## src/rtl/nvu_pkg.sv

```systemverilog
package nvu_pkg;

  localparam int NUM_KEYS   = 8;   // five prefix steps, three final selectors
  localparam int PREFIX_LEN = 5;
  localparam int STEP_W     = 3;

  localparam logic [1:0] CMD_NONE   = 2'd0;
  localparam logic [1:0] CMD_STORE  = 2'd1;
  localparam logic [1:0] CMD_RECALL = 2'd2;
  localparam logic [1:0] CMD_ASDIS  = 2'd3;

  // Key address for each slot: slots 0..4 are the shared prefix in order,
  // slots 5..7 select store, recall and automatic-store disable.
  function automatic logic [15:0] key_addr(input int idx);
    case (idx)
      0:       key_addr = 16'h4E38;
      1:       key_addr = 16'hB1C7;
      2:       key_addr = 16'h83E0;
      3:       key_addr = 16'h7C1F;
      4:       key_addr = 16'h703F;
      5:       key_addr = 16'h8FC0;
      6:       key_addr = 16'h4C63;
      default: key_addr = 16'h8B45;
    endcase
  endfunction

endpackage

```

## src/rtl/nvu_key_match.sv

```systemverilog
module nvu_key_match #(
  parameter int ADDR_W = 17,
  parameter int CMP_LO = 2,
  parameter int CMP_HI = 14
) (
  input  logic [ADDR_W-1:0]            addr,
  output logic [nvu_pkg::NUM_KEYS-1:0] hit
);
  // Ones only across the compared slice; every other bit is a don't-care.
  localparam logic [ADDR_W-1:0] CMP_MASK =
    ADDR_W'(((ADDR_W'(1) << (CMP_HI - CMP_LO + 1)) - ADDR_W'(1)) << CMP_LO);

  for (genvar g = 0; g < nvu_pkg::NUM_KEYS; g++) begin : g_key
    localparam logic [15:0]       KEY16 = nvu_pkg::key_addr(g);
    localparam logic [ADDR_W-1:0] KEY   = ADDR_W'(KEY16);
    assign hit[g] = ((addr ^ KEY) & CMP_MASK) == '0;
  end

endmodule

```

## src/rtl/nvu_step_ctr.sv

```systemverilog
module nvu_step_ctr
  import nvu_pkg::*;
(
  input  logic                clk,
  input  logic                rst_n,
  input  logic                acc,
  input  logic                acc_wr,
  input  logic                busy,
  input  logic [NUM_KEYS-1:0] hit,
  output logic [STEP_W-1:0]   step_q,
  output logic                cmd_valid_q,
  output logic [1:0]          cmd_code_q
);
  localparam logic [STEP_W-1:0] LAST_PREFIX = STEP_W'(PREFIX_LEN);

  logic [STEP_W-1:0] step_d;
  logic [STEP_W-1:0] restart_v;
  logic              step_en;
  logic              fire_d;
  logic [1:0]        code_d;

  assign step_en   = busy | acc;
  assign restart_v = hit[0] ? STEP_W'(1) : '0;

  always_comb begin
    step_d = step_q;
    fire_d = 1'b0;
    code_d = CMD_NONE;
    if (busy) begin
      step_d = '0;
    end else if (acc) begin
      if (acc_wr) begin
        step_d = '0;
      end else if (step_q == LAST_PREFIX) begin
        if (hit[5])      code_d = CMD_STORE;
        else if (hit[6]) code_d = CMD_RECALL;
        else if (hit[7]) code_d = CMD_ASDIS;
        fire_d = (code_d != CMD_NONE);
        step_d = fire_d ? '0 : restart_v;
      end else if (hit[step_q]) begin
        step_d = step_q + STEP_W'(1);
      end else begin
        step_d = restart_v;
      end
    end
  end

  always_ff @(posedge clk or negedge rst_n) begin
    if (!rst_n) begin
      step_q <= '0;
    end else if (step_en) begin
      step_q <= step_d;
    end
  end

  always_ff @(posedge clk or negedge rst_n) begin
    if (!rst_n) begin
      cmd_valid_q <= 1'b0;
      cmd_code_q  <= CMD_NONE;
    end else begin
      cmd_valid_q <= fire_d;
      cmd_code_q  <= code_d;
    end
  end

  // progress never runs past the last prefix step
  assert_step_range_R7: assert property (@(posedge clk) disable iff (!rst_n)
    step_q <= LAST_PREFIX);

  // a write clears progress
  assert_write_clears_R6: assert property (@(posedge clk) disable iff (!rst_n)
    (acc && acc_wr && !busy) |=> (step_q == '0 && !cmd_valid_q));

  // busy clears progress and blocks commands
  assert_busy_blocks_R10: assert property (@(posedge clk) disable iff (!rst_n)
    busy |=> (step_q == '0 && !cmd_valid_q));

  // command pulse is a single cycle
  assert_single_pulse_R11: assert property (@(posedge clk) disable iff (!rst_n)
    cmd_valid_q |=> !cmd_valid_q);

  // a command only follows a full prefix and carries a real code
  assert_cmd_after_prefix_R2: assert property (@(posedge clk) disable iff (!rst_n)
    cmd_valid_q |-> ($past(step_q) == LAST_PREFIX && cmd_code_q != CMD_NONE));

endmodule

```

## src/rtl/nv_unlock_det.sv

```systemverilog
module nv_unlock_det #(
  parameter int ADDR_W = 17,
  parameter int CMP_LO = 2,
  parameter int CMP_HI = 14
) (
  input  logic              clk,
  input  logic              rst_n,
  input  logic              ce_stb,
  input  logic              oe_stb,
  input  logic              acc_wr,
  input  logic              busy,
  input  logic [ADDR_W-1:0] addr,
  output logic              cmd_valid,
  output logic [1:0]        cmd_code
);
  import nvu_pkg::*;

  logic [1:0]          rst_sync_q;
  logic                rst_int_n;
  logic                acc;
  logic [NUM_KEYS-1:0] hit;
  logic [STEP_W-1:0]   step_q;

  // Asserted asynchronously, released on the clock
  always_ff @(posedge clk or negedge rst_n) begin
    if (!rst_n) begin
      rst_sync_q <= 2'b00;
    end else begin
      rst_sync_q <= {rst_sync_q[0], 1'b1};
    end
  end
  assign rst_int_n = rst_sync_q[1];

  assign acc = ce_stb | oe_stb;

  nvu_key_match #(
    .ADDR_W(ADDR_W),
    .CMP_LO(CMP_LO),
    .CMP_HI(CMP_HI)
  ) u_match (
    .addr(addr),
    .hit (hit)
  );

  nvu_step_ctr u_ctr (
    .clk        (clk),
    .rst_n      (rst_int_n),
    .acc        (acc),
    .acc_wr     (acc_wr),
    .busy       (busy),
    .hit        (hit),
    .step_q     (step_q),
    .cmd_valid_q(cmd_valid),
    .cmd_code_q (cmd_code)
  );

  // cycles without a strobe leave progress untouched unless busy
  assert_idle_hold_R9: assert property (@(posedge clk) disable iff (!rst_int_n)
    (!acc && !busy) |=> $stable(step_q));

  // code reads idle whenever no pulse is present
  assert_idle_code_R1: assert property (@(posedge clk) disable iff (!rst_int_n)
    !cmd_valid |-> (cmd_code == CMD_NONE));

endmodule

```

## config.mk

```make
export PLATFORM = sky130hd
export DESIGN_NAME = nv_unlock_det
export DESIGN_NICKNAME = d
export VERILOG_FILES = /design/src/rtl/nvu_pkg.sv /design/src/rtl/nvu_key_match.sv /design/src/rtl/nvu_step_ctr.sv /design/src/rtl/nv_unlock_det.sv
export SDC_FILE = /design/constraint.sdc
export NUM_CORES = 1
export LEC_CHECK = 0
export ABC_AREA = 0
export BUFFER_PORTS_ARGS = -buffer_cell sky130_fd_sc_hd__buf_2
export CAP_MARGIN = 20
export CORE_UTILIZATION = 46
export CTS_BUF_LIST = sky130_fd_sc_hd__clkbuf_16
export CTS_CLUSTER_DIAMETER = 80
export DETAILED_ROUTE_END_ITERATION = 12
export GPL_TIMING_DRIVEN = 0
export HOLD_SLACK_MARGIN = 0.12
export PLACE_DENSITY = 0.77
export SLEW_MARGIN = 40
export SYNTH_ARGS = -nofsm -noshare
export SYNTH_HDL_FRONTEND = slang
export SYNTH_SLANG_ARGS = --single-unit
export TNS_END_PERCENT = 20
```

## constraint.sdc

```tcl
create_clock -name clk -period 0.8 [get_ports clk]
set_input_delay 0.04 -clock clk [delete_from_list [all_inputs] [get_ports clk]]
set_output_delay 0.04 -clock clk [all_outputs]
set_load 0.02 [all_outputs]
```

==> results of run 1 <==
==> Yosys cell counts (2+ instances only) <==
cell type | instances | area [µm²]
nand2_1 | 8 | 30.03
nand4_1 | 5 | 31.28
nor3b_1 | 3 | 22.52
nor2b_1 | 2 | 12.51
inv_1 | 2 | 7.510
nor2_1 | 4 | 15.01
nor4b_1 | 3 | 26.28
or4_1 | 2 | 15.01
dfrtp_1 | 8 | 200.2
nor3_1 | 3 | 15.01
ha_1 | 2 | 25.02
nor4bb_1 | 2 | 20.02
o21ai_1 | 2 | 10.01
==> path summary, 6_finish.rpt <==
check / start / end / slack (ps) / cells after the start
setup / recovery: u_ctr.step_q[0]$_DFFE_PN0P_ / u_ctr.step_q[0]$_DFFE_PN0P_ / -860 / 6
hold / removal: rst_sync_q[1]$_DFF_PN0_ / u_ctr.step_q[2]$_DFFE_PN0P_ / 100 / 0
setup reg to reg: u_ctr.step_q[0]$_DFFE_PN0P_ / u_ctr.step_q[0]$_DFFE_PN0P_ / -860 / 6
hold reg to reg: rst_sync_q[1]$_DFF_PN0_ / u_ctr.step_q[2]$_DFFE_PN0P_ / 100 / 0
max in group asynchronous: rst_n / rst_sync_q[0]$_DFF_PN0_ / 50 / 3
min in group clk: busy / u_ctr.step_q[2]$_DFFE_PN0P_ / 100 / 4
==> power by group <==
part,switching (mW),internal [mW]
clock,0.209,0.652
sequential,0.00643,0.412
combinational,0.0700,0.0768
==> timing repair <==
item                                   in CTS  in global routing
buffers inserted                            2                  0
pin swaps                                   2                  1
endpoints found under the hold margin       9                  3
setup endpoints to repair                   6                  6
gates cloned                                0                  0
gates resized for setup                     5                  3
==> cell type report <==
type	instances	area share
inverter	2	0.007979
clock buffer	3	0.07979
multi-input combinational	58	0.5093
tap	15	0.01995
timing repair buffer	26	0.1636
clock inverter	1	0.003989
sequential	8	0.2154
==> worst max-delay path: cells and delay by family (launching register included) <==
kind | cells | cell delay, ps
AND/OR/NAND/NOR | 2 | 410
flip-flops | 1 | 460
AO/OA/AOI/OAI | 4 | 660
==> state kept, by name (all words and copies together), names as in the netlist <==
name and cells:
u_ctr.step_q 3, rst_sync_q 2, u_ctr.cmd_code_q 2, u_ctr.cmd_valid_q 1
==> metal layers <==
| metal | global-route usage | wire length [µm] |
|---|---|---|
| met4 | 0.1983 | 66 |
| met5 | 0 | 0 |
| met3 | 0.04545 | 71 |
| met2 | 0.4208 | 780 |
| met1 | 0.2526 | 630 |
==> metrics by stage <==
step / util / instance area [µm²] / instances / hold slack, ps
finish: 0.7231 / 940.9 / 113 / 95.99
global route: 0.7231 / 940.9 / 113 / 118.1
detailed placement: 0.5990 / 779.5 / 104 / -173.1
floorplan: - / 655.6 / 68 / -255.6
global placement: 0.5990 / 779.5 / 104 / -175.9
CTS: 0.7154 / 930.9 / 113 / 97.92
==> cells by family after synthesis <==
logic type,count (synthesis)
DFF,8
other,1
AOI/OAI and AO/OA,11
adders and majority gates,2
buffers and inverters,2
muxes,1
and+or+nand+nor,43
==> metrics.md, run 1 <==
| Metric | Value |
|---|---|
| Compound-Gate Fraction of Synth Area | 0.1326 |
| Synthesis-to-layout area growth | 46.59% |
| Most frequent cells in the layout | buf_2, nand2_1, dfrtp_1 |
| Mapped cell area | roughly 640 µm² |
| Post-synthesis xor/xnor area fraction | 0 |
| Worst Clk Skew | about 4.3 ps |
| GRT Residual Overflow | 0 |
| Worst-skew pair later-pin latency | approximately 240 ps |
| Worst hold path class | reg2async |
| Wirelength, routed | roughly 1500 µm |
| Startpoint types | register |
| RSZ-0062 raised after global routing | true |
| PD cells | between 1500 and 2000 mW/mm² |
| Seq/Total Area, Yosys | 0.3119 |
| Synth Register Bits | 8 |
| Fin crit share | 2.073 |
| CP max FO | 6 |
| GRT Total Usage | 0.2438 |
| Post-DRT Antenna Nets | 0 |
| Peak VDD IR | 0.8858 mV |
| Drt wl/cell | 13.71 µm |
| Ratio of cells with drive above 1 in the final layout | 0.4388 |
| Vias in the first global route | between 600 and 700 |
| Final hold violations | 0 |
| Leakage | around 0.43 nW |
| Setup WS pre-CTS | -1005 ps |
| Slowest cell on crit path | dfrtp_2 |
| CTS H-Tree Depth | 1 |
| CTS Hold Bufs | 3 |
| Synthesized area per cell | about 9.4 µm² |
| FF+latch area | 202.7 µm² |
| HPWL Detailed | about 1100 µm |
| Max Cap Violations | 0 |
| DR vias | a little under 700 |
| Synth warn | 0 |
| Failing checks | setup timing |
| Largest net degree at the start of global routing | 7 |
| Synth Area in Adders | 0.03899 |
| Die Height | 39.36 µm |
| Fmax | 602.9 MHz |
| IO Pins | 26 |
| Setup violations, final | 6 |
| Initial antenna violation count | 0 |
| Critical Path, Cell by Cell | nor4b_4, nand4_1, a31o_2, a31oi_4, o31a_2, o21ai_1 |
| Crit end category | register |
| Die area | about 0.0015 mm² |
| Clock buffer count from CTS | 3 |
| Crit path DAT | between 1500 and 2000 ps |
| Multi-input gate area | approximately 480 µm² |
| # diodes | 0 |
| Post-DR vias/cell | about 6 |
| Most common cell after layout, fill and taps aside | buf_2 |
| Status | finished with violations |
| Final worst slack | -858.6 ps |
| CTS tree | done |
| CP peak stage delay | 460 ps |
| Critical Path RT | 920 ps |
| First DRT Iteration DRCs | 17 |
| Main synth FF type | dfrtp_1 |
| Detailed Routing Iterations Pass 1 | 6 |
| Total power | 1.426 mW |
| Clk sinks | 8 |
| Post-synth EDFFs | 0 |
| First-pass GRT wire length | between 2000 and 2500 µm |
| PortBufs | 21 |
| CTS clock-pin slew for the worst setup and hold paths | 40 ps |
| GPL Wtd Cong | 0.7747 |
| Setup Crit Path Kind | reg2reg |
| Main combinational cell family by area after synthesis | simple AND/OR/NAND/NOR gates |
| Synth Area in Simple Gates | 0.4834 |
| Root Buffer Master | clkbuf_16 |
| Total core area | 0.001301 mm² |
| DRC | 0 |
| Post-Syn Nets | 93 |
| Die W | ~40 µm |
| FILL cells | between 100 and 150 |
| Minimum clock period | about 1700 ps |
| Initial Utilization | 0.4933 |
| Syn Inst Count | slightly below 70 |
| Yosys cell types | 35 |
| NumNets Final | 124 |
| Fin. max-slew vios | 0 |
| Num rows | 13 |
| CTS max path bufs | 2 |
| Post-synthesis mux area share | 0.01559 |
| Fin Setup TNS | -3614 ps |
| Fraction of registers with async set/reset | 1.000 |
Power figures use the tool's default switching activity.
==> run 2: changes to the inputs <==
- ABC_AREA: 0 -> 1
- BUFFER_PORTS_ARGS: -buffer_cell sky130_fd_sc_hd__buf_2 -> -buffer_cell sky130_fd_sc_hd__buf_4
- CORE_UTILIZATION: 46 -> 48
==> run 2 against run 1 <==
  * The flow still finishes with violations (setup timing)
  * Maximum frequency up 25%
  * Non-clock buffer count decreased by 2
  * Setup slack gained 330 ps
  * Clock skew decreased by 1.8 ps
  * Cell count grew 44%
  * First-iteration DRC count up 35%
==> metrics.md, run 2 <==
| Metric | Value |
|---|---|
| GRT Residual Overflow | 0 (unchanged) |
| Wirelength, routed | 1814 µm (was 1549 µm) |
| CTS tree | done (unchanged) |
| Hold Path End | u_ctr.step_q[0]$_DFFE_PN0P_ |
| Startpoint types | register (unchanged) |
| Clock buffer count from CTS | 3 (unchanged) |
| DRC | 0 (unchanged) |
| Top post-synthesis cells by area | dfrtp_1, nand2_1, nor2_1 (was dfrtp_1, nand4_1, nand2_1) |
| Fraction of registers with async set/reset | 1.000 (unchanged) |
| Largest net degree at the start of global routing | 7 (unchanged) |
| RSZ-0062 raised after global routing | true (unchanged) |
| NetSw | 296.8 µW (was 285.4 µW) |
| Placed inst area | 908.4 µm² (was 779.5 µm²) |
| Seq/Total Area, Yosys | 0.2740 (was 0.3119) |
| Hold Path Origin | busy |
| Root Buffer Master | clkbuf_16 (unchanged) |
| Ratio of cells with drive above 1 in the final layout | 0.3176 (was 0.4388) |
| Synthesis-to-layout area growth | 40.92% (was 46.59%) |
| Die area | 0.001682 mm² (was 0.001549 mm²) |
| CP max FO | 5 (was 6) |
| First DRT Iteration DRCs | 23 (was 17) |
| CTS max path bufs | 2 (unchanged) |
| Crit end category | register (unchanged) |
| Count leader, synth | nand2_1 |
| Comb power frac | 0.129 (was 0.103) |
| Yosys top cell by area | dfrtp_1 (unchanged) |
| PD cells | 1408 mW/mm² (was 1516 mW/mm²) |
| IO Pins | 26 (unchanged) |
| Worst Clk Skew | 2.543 ps (was 4.333 ps) |
| CTS H-Tree Depth | 1 (unchanged) |
| # diodes | 0 (unchanged) |
| Reg2reg start | u_ctr.step_q[0]$_DFFE_PN0P_ (unchanged) |
| Post-DRT Antenna Nets | 0 (unchanged) |
| Fin crit share | 1.656 (was 2.073) |
| Most frequent cells after synthesis | nand2_1, nor2_1, inv_1, nand3_1, dfrtp_1 (was dfrtp_1, nand2_1, nand4_1) |
| Setup violations, final | 6 (unchanged) |
| CTS Hold Bufs | 1 (was 3) |
| Synthesized area per cell | 6.089 µm² (was 9.439 µm²) |
| Leakage | 0.5236 nW (was 0.4309 nW) |
| Worst hold path class | in2reg (was reg2async) |
| Setup Crit Path Kind | reg2reg (unchanged) |
| Design area | 0.001030 mm² (was 940.9 µm²) |
| Sequential power share | 0.289 (was 0.293) |
| Main synth FF type | dfrtp_1 (unchanged) |
| Syn Inst Count | 120 (was 68) |
| Max Cap Violations | 0 (unchanged) |
| Max reg flops | 3 (unchanged) |
| Area share of the largest cell type after synthesis | 0.2740 (was 0.3119) |
| Mapped cell area | 730.7 µm² (was 641.9 µm²) |
| Top Registers | u_ctr.step_q x3, rst_sync_q x2, u_ctr.cmd_code_q x2 (unchanged) |
| Initial Utilization | 0.5412 (was 0.4933) |
| Initial antenna violation count | 0 (unchanged) |
| R2R depth | 6 (unchanged) |
| CTS clock-pin slew for the worst setup and hold paths | 40 ps (about the same) |
| GRT Total Usage | 0.2556 (was 0.2438) |
| Yosys cell types | 19 (was 35) |
| FILL cells | 113 (was 111) |
| Die Height | 41.02 µm (was 39.36 µm) |
| DR vias | 820 (was 684) |
| Most frequent cells in the layout | nand2_1, nor2_1, buf_4 (was buf_2, nand2_1, dfrtp_1) |
| Failing checks | setup timing (unchanged) |
| Synth Register Bits | 8 (unchanged) |
| Status | finished with violations (unchanged) |
| Final hold violations | 0 (unchanged) |
| R2R Setup Slk | -520 ps (was -860 ps) |
| Detailed Routing Iterations Pass 1 | 4 (was 6) |
| Setup WS pre-CTS | -532.6 ps (was -1005 ps) |
| Fin Hold WS | 83.01 ps (was 95.99 ps) |
| Clock group share of total power | 0.582 (was 0.604) |
| Most common cell after layout, fill and taps aside | nand2_1 (was buf_2) |
| Post-DR vias/cell | 5.031 (was 6.053) |
| Peak VDD IR | 0.8491 mV (was 0.8858 mV) |
| First-pass GRT wire length | 2829 µm (was 2477 µm) |
| Total power | 1.450 mW (was 1.426 mW) |
| Worst-skew pair later-pin latency | 230 ps (was 240 ps) |
| Post-Syn Nets | 145 (was 93) |
| NumNets Final | 174 (was 124) |
| Fin Setup TNS | -2811 ps (was -3614 ps) |
| Fin. max-slew vios | 0 (unchanged) |
| Minimum clock period | 1325 ps (was 1659 ps) |
| Crit path DAT | 1460 ps (was 1770 ps) |
| Final worst slack | -524.7 ps (was -858.6 ps) |
| Most flop-heavy register | u_ctr.step_q (unchanged) |
| Sw Ratio | 0.2047 (was 0.2002) |
| Internal | 1.153 mW (was 1.141 mW) |
| Critical Path RT | 940 ps (was 920 ps) |
| Num rows | 13 (unchanged) |
| GPL Wtd Cong | 0.8896 (was 0.7747) |
| Drt wl/cell | 11.13 µm (was 13.71 µm) |
| Clk sinks | 8 (unchanged) |
| Fmax | 754.9 MHz (was 602.9 MHz) |
| Synth warn | 0 (unchanged) |
| Die W | 41.02 µm (was 39.36 µm) |
| Total core area | 0.001350 mm² (was 0.001301 mm²) |
| Vias in the first global route | 724 (was 601) |
| Post-synth EDFFs | 0 (unchanged) |
| CP Launch Point | u_ctr.step_q[0]$_DFFE_PN0P_ (unchanged) |
| RR Endpoint | u_ctr.cmd_code_q[0]$_DFF_PN0_ (was u_ctr.step_q[0]$_DFFE_PN0P_) |
| Hold Crit Depth | 4 |
| HPWL Detailed | 1314 µm (was 1111 µm) |
| PortBufs | 21 (unchanged) |
==> run 2: through the flow <==
stage          utilization  instances
6_report            0.7627        163
5_1_grt             0.7627        163
4_1_cts             0.7572        163
3_5_place_dp        0.6728        156
3_3_place_gp        0.6728        156
2_1_floorplan            -        120
==> run 2: power groups by stage <==
stage	sequential [mW]	combinational, mW	clock (mW)
5_1_grt	0.420	0.214	0.884
3_5_place_dp	0.424	0.182	0
6_report	0.419	0.187	0.844
2_1_floorplan	0.422	0.0783	0
3_3_place_gp	0.423	0.178	0
4_1_cts	0.419	0.187	0.838
==> run 2: logic make-up (layout without fill, tap and decap cells) <==
group | count (synthesis) | count (layout) | share of synthesized area
compound gates | 5 | 5 | 0.04110
xor+xnor | 1 | 1 | 0.01199
fa+ha+maj | 2 | 2 | 0.03424
buf+inv | 19 | 47 | 0.09759
flops | 8 | 8 | 0.2740
other cells | 1 | 1 | 0.005132
simple gates | 84 | 84 | 0.5360
==> run 2: critical path, cell delays in order (launching register included) <==
cell and delay (ps):
dfrtp_2 410, buf_4 150, ha_2 190, nand2_2 70
nor2_1 160, inv_1 80, a21oi_1 170
==> run 2: worst max-delay path by stage <==
stage | to | slack, ps | cells after the start
4_1_cts | u_ctr.step_q[0]$_DFFE_PN0P_ | -480 | 10
3_5_place_dp | u_ctr.step_q[0]$_DFFE_PN0P_ | -530 | 10
3_3_place_gp | u_ctr.step_q[0]$_DFFE_PN0P_ | -550 | 10
2_1_floorplan | u_ctr.step_q[0]$_DFFE_PN0P_ | -380 | 10
5_1_grt | u_ctr.step_q[0]$_DFFE_PN0P_ | -590 | 11
6_report | u_ctr.cmd_code_q[0]$_DFF_PN0_ | -520 | 6
==> run 2: metal layers <==
metal / global-route usage / share of wire
met1: 0.3191 / 0.44
met2: 0.4297 / 0.50
met3: 0.07065 / 0.051
met4: 0.05833 / 0.0066
met5: 0 / 0
==> run 2: repair_timing <==
| item | 4_1_cts | 5_1_grt |
|---|---|---|
| pin swaps | 0 | 1 |
| buffers inserted | 2 | 0 |
| endpoints found under the hold margin | 10 | 7 |
| gates resized for setup | 3 | 3 |
| endpoints found under the setup margin | 6 | 8 |
==> run 2: cell type report <==
type	instances	area (µm²)	area share
sequential	8	201.4	0.1956
multi-input combinational	93	469.2	0.4556
inverter	19	71.32	0.06926
timing repair buffer	24	190.2	0.1847
clock buffer	3	75.07	0.07290
clock inverter	1	3.754	0.003645
tap	15	18.77	0.01823
==> run 3: changes to the inputs <==
- GPL_TIMING_DRIVEN: 0 -> default
==> run 3 against run 2 <==
  * The run still ends with setup timing left
  * First-iteration DRC count is 83% higher
  * Via count is 12% higher
  * Maximum frequency is 6.6% lower
  * Sequential share of layout area is 2.4 points lower
  * Global-route usage is 4.4 points higher
  * Worst hold slack better by 9.8 ps
  * Clock skew is 5.6 ps higher
  * Combinational power is 20% higher
  * Utilization is 11 points higher
  * Die area stayed put
  * Routed wire length is 27% higher
  * Critical path type unchanged
==> metrics.md, run 3 (synthesis gave the netlist of run 2 again) <==
| Metric | Value |
|---|---|
| Status | finished with violations (unchanged) |
| Failing checks | setup timing (unchanged) |
| Post-layout util | 0.8693 (was 0.7627) |
| DRC | 0 (unchanged) |
| PD cells | 1272 mW/mm² (was 1408 mW/mm²) |
| Largest net degree at the start of global routing | 7 (unchanged) |
| Most frequent cells in the layout | buf_4, nand2_1, nor2_1 (was nand2_1, nor2_1, buf_4) |
| Post-DR vias/cell | 5.180 (was 5.031) |
| Leakage | 0.6033 nW (was 0.5236 nW) |
| Die area | 0.001682 mm² (unchanged) |
| Die Height | 41.02 µm (unchanged) |
| Vias in the first global route | 848 (was 724) |
| Most common cell after layout, fill and taps aside | buf_4 (was nand2_1) |
| Total core area | 0.001350 mm² (unchanged) |
| Peak VDD IR | 1.294 mV (was 0.8491 mV) |
| Max Cap Violations | 0 (unchanged) |
| Top Registers | u_ctr.step_q x3, rst_sync_q x2, u_ctr.cmd_code_q x2 (unchanged) |
| Reg2reg start | u_ctr.step_q[0]$_DFFE_PN0P_ (unchanged) |
| Ratio of cells with drive above 1 in the final layout | 0.4172 (was 0.3176) |
| CP max FO | 6 (was 5) |
| Setup Crit Path Kind | reg2reg (unchanged) |
| Max reg flops | 3 (unchanged) |
| HPWL Detailed | 1456 µm (was 1314 µm) |
| GPL Wtd Cong | 0.8863 (was 0.8896) |
| Wirelength, routed | 2309 µm (was 1814 µm) |
| Initial antenna violation count | 0 (unchanged) |
| Detailed Routing Iterations Pass 1 | 4 (unchanged) |
| First DRT Iteration DRCs | 42 (was 23) |
| Die W | 41.02 µm (unchanged) |
| # diodes | 0 (unchanged) |
| GRT Total Usage | 0.2993 (was 0.2556) |
| Routed wl met2 | 1122 µm (was 916 µm) |
| CTS H-Tree Depth | 1 (unchanged) |
| Synthesis-to-layout area growth | 60.62% (was 40.92%) |
| Crit end category | register (unchanged) |
| Post-DRT Antenna Nets | 0 (unchanged) |
| Total power | 1.493 mW (was 1.450 mW) |
| Num rows | 13 (unchanged) |
| Initial Utilization | 0.5412 (unchanged) |
| Metal-1 WL | 901 µm (was 792 µm) |
| Hold Path Origin | busy (unchanged) |
| Setup violations, final | 6 (unchanged) |
| Met3 WL post-DR | 236 µm (was 92 µm) |
| Minimum clock period | 1418 ps (was 1325 ps) |
| Root Buffer Master | clkbuf_16 (unchanged) |
| Critical Path RT | 970 ps (was 940 ps) |
| Drt wl/cell | 12.97 µm (was 11.13 µm) |
| Clock buffer count from CTS | 3 (unchanged) |
| First-pass GRT wire length | 3256 µm (was 2829 µm) |
| Fmax | 705.2 MHz (was 754.9 MHz) |
| DR top layer | met4 (unchanged) |
| RSZ-0062 raised after global routing | true (unchanged) |
| CTS clock-pin slew for the worst setup and hold paths | 40 ps (about the same) |
| Final hold violations | 0 (unchanged) |
| GRT Residual Overflow | 0 (unchanged) |
| Crit path DAT | 1590 ps (was 1460 ps) |
| Final worst slack | -618.1 ps (was -524.7 ps) |
| Worst hold path class | in2reg (unchanged) |
| CTS max path bufs | 2 (unchanged) |
| Most flop-heavy register | u_ctr.step_q (unchanged) |
| NumNets Final | 189 (was 174) |
| CTS Hold Bufs | 1 (unchanged) |
| Fin. max-slew vios | 0 (unchanged) |
| Startpoint types | register (unchanged) |
| IO Pins | 26 (unchanged) |
| Worst Clk Skew | 8.167 ps (was 2.543 ps) |
| Clk sinks | 8 (unchanged) |
| PortBufs | 21 (unchanged) |
| DR vias | 922 (was 820) |
| Worst-skew pair later-pin latency | 230 ps (about the same) |
| Fin crit share | 1.773 (was 1.656) |
| CP Launch Point | u_ctr.step_q[0]$_DFFE_PN0P_ (unchanged) |
| CTS tree | done (unchanged) |
run 3: worst paths after layout:
kind / cells after the start / endpoint / slack, ps
setup / recovery: 11 / u_ctr.step_q[0]$_DFFE_PN0P_ / -620
hold / removal: 4 / u_ctr.step_q[0]$_DFFE_PN0P_ / 90
setup reg to reg: 11 / u_ctr.step_q[0]$_DFFE_PN0P_ / -620
hold reg to reg: 0 / u_ctr.cmd_code_q[1]$_DFF_PN0_ / 100
max in group asynchronous: 0 / u_ctr.step_q[0]$_DFFE_PN0P_ / 460
min in group asynchronous: 0 / u_ctr.cmd_code_q[1]$_DFF_PN0_ / 100
run 3: critical path: stages, from the launching register on:
cell and delay (ps):
dfrtp_2 450, inv_4 90, nand2_1 70, nor2_1 140, nand2_1 80, nand3_1 100, nand3_2 100, nand2_2 100
nand2_1 70, nand3_2 60, nand2_1 50, nand2_1 50
run 3: where the power goes:
part	internal [mW]	switching, mW
logic	0.113	0.112
clock network	0.651	0.198
registers	0.412	0.00724
run 3: routing by layer:
metal  vias up  GRT usage
met3         6    0.09783
met4         0    0.08333
met2        54     0.5234
met5         -          0
met1       406     0.3409
li1        456          -
run 3: final cells by class:
cell class / count / area [µm²]
inverters: 19 / 73.82
multi-input cells: 93 / 494.2
clock inverters: 1 / 3.754
fillers: 81 / 176.4
well taps: 15 / 18.77
clock buffers: 3 / 75.07
repair buffers: 39 / 306.5
flip-flops and latches: 8 / 201.4
run 3: stage by stage:
| stage | hold WS, ps | instance area, µm² | std cells | TNS (ps) | setup WS (ps) |
|---|---|---|---|---|---|
| after global placement | -178.0 | 1013 | 170 | -2461 | -449.5 |
| final | 92.85 | 1174 | 178 | -3129 | -618.1 |
| after global routing | 109.3 | 1174 | 178 | -3408 | -647.1 |
| after detailed placement | -173.4 | 1013 | 170 | -2555 | -467.4 |
| after CTS | 78.79 | 1142 | 177 | -2585 | -494.0 |
| after floorplan | -255.6 | 732.0 | 120 | -1827 | -381.3 |
run 3: repair_timing:
| item | 4_1_cts | 5_1_grt |
|---|---|---|
| pin swaps | 2 | 0 |
| gates resized for setup | 7 | 7 |
| setup buffers | 2 | 1 |
| cloned | 0 | 0 |
| endpoints found under the setup margin | 6 | 9 |
| hold endpoints to repair | 11 | 5 |
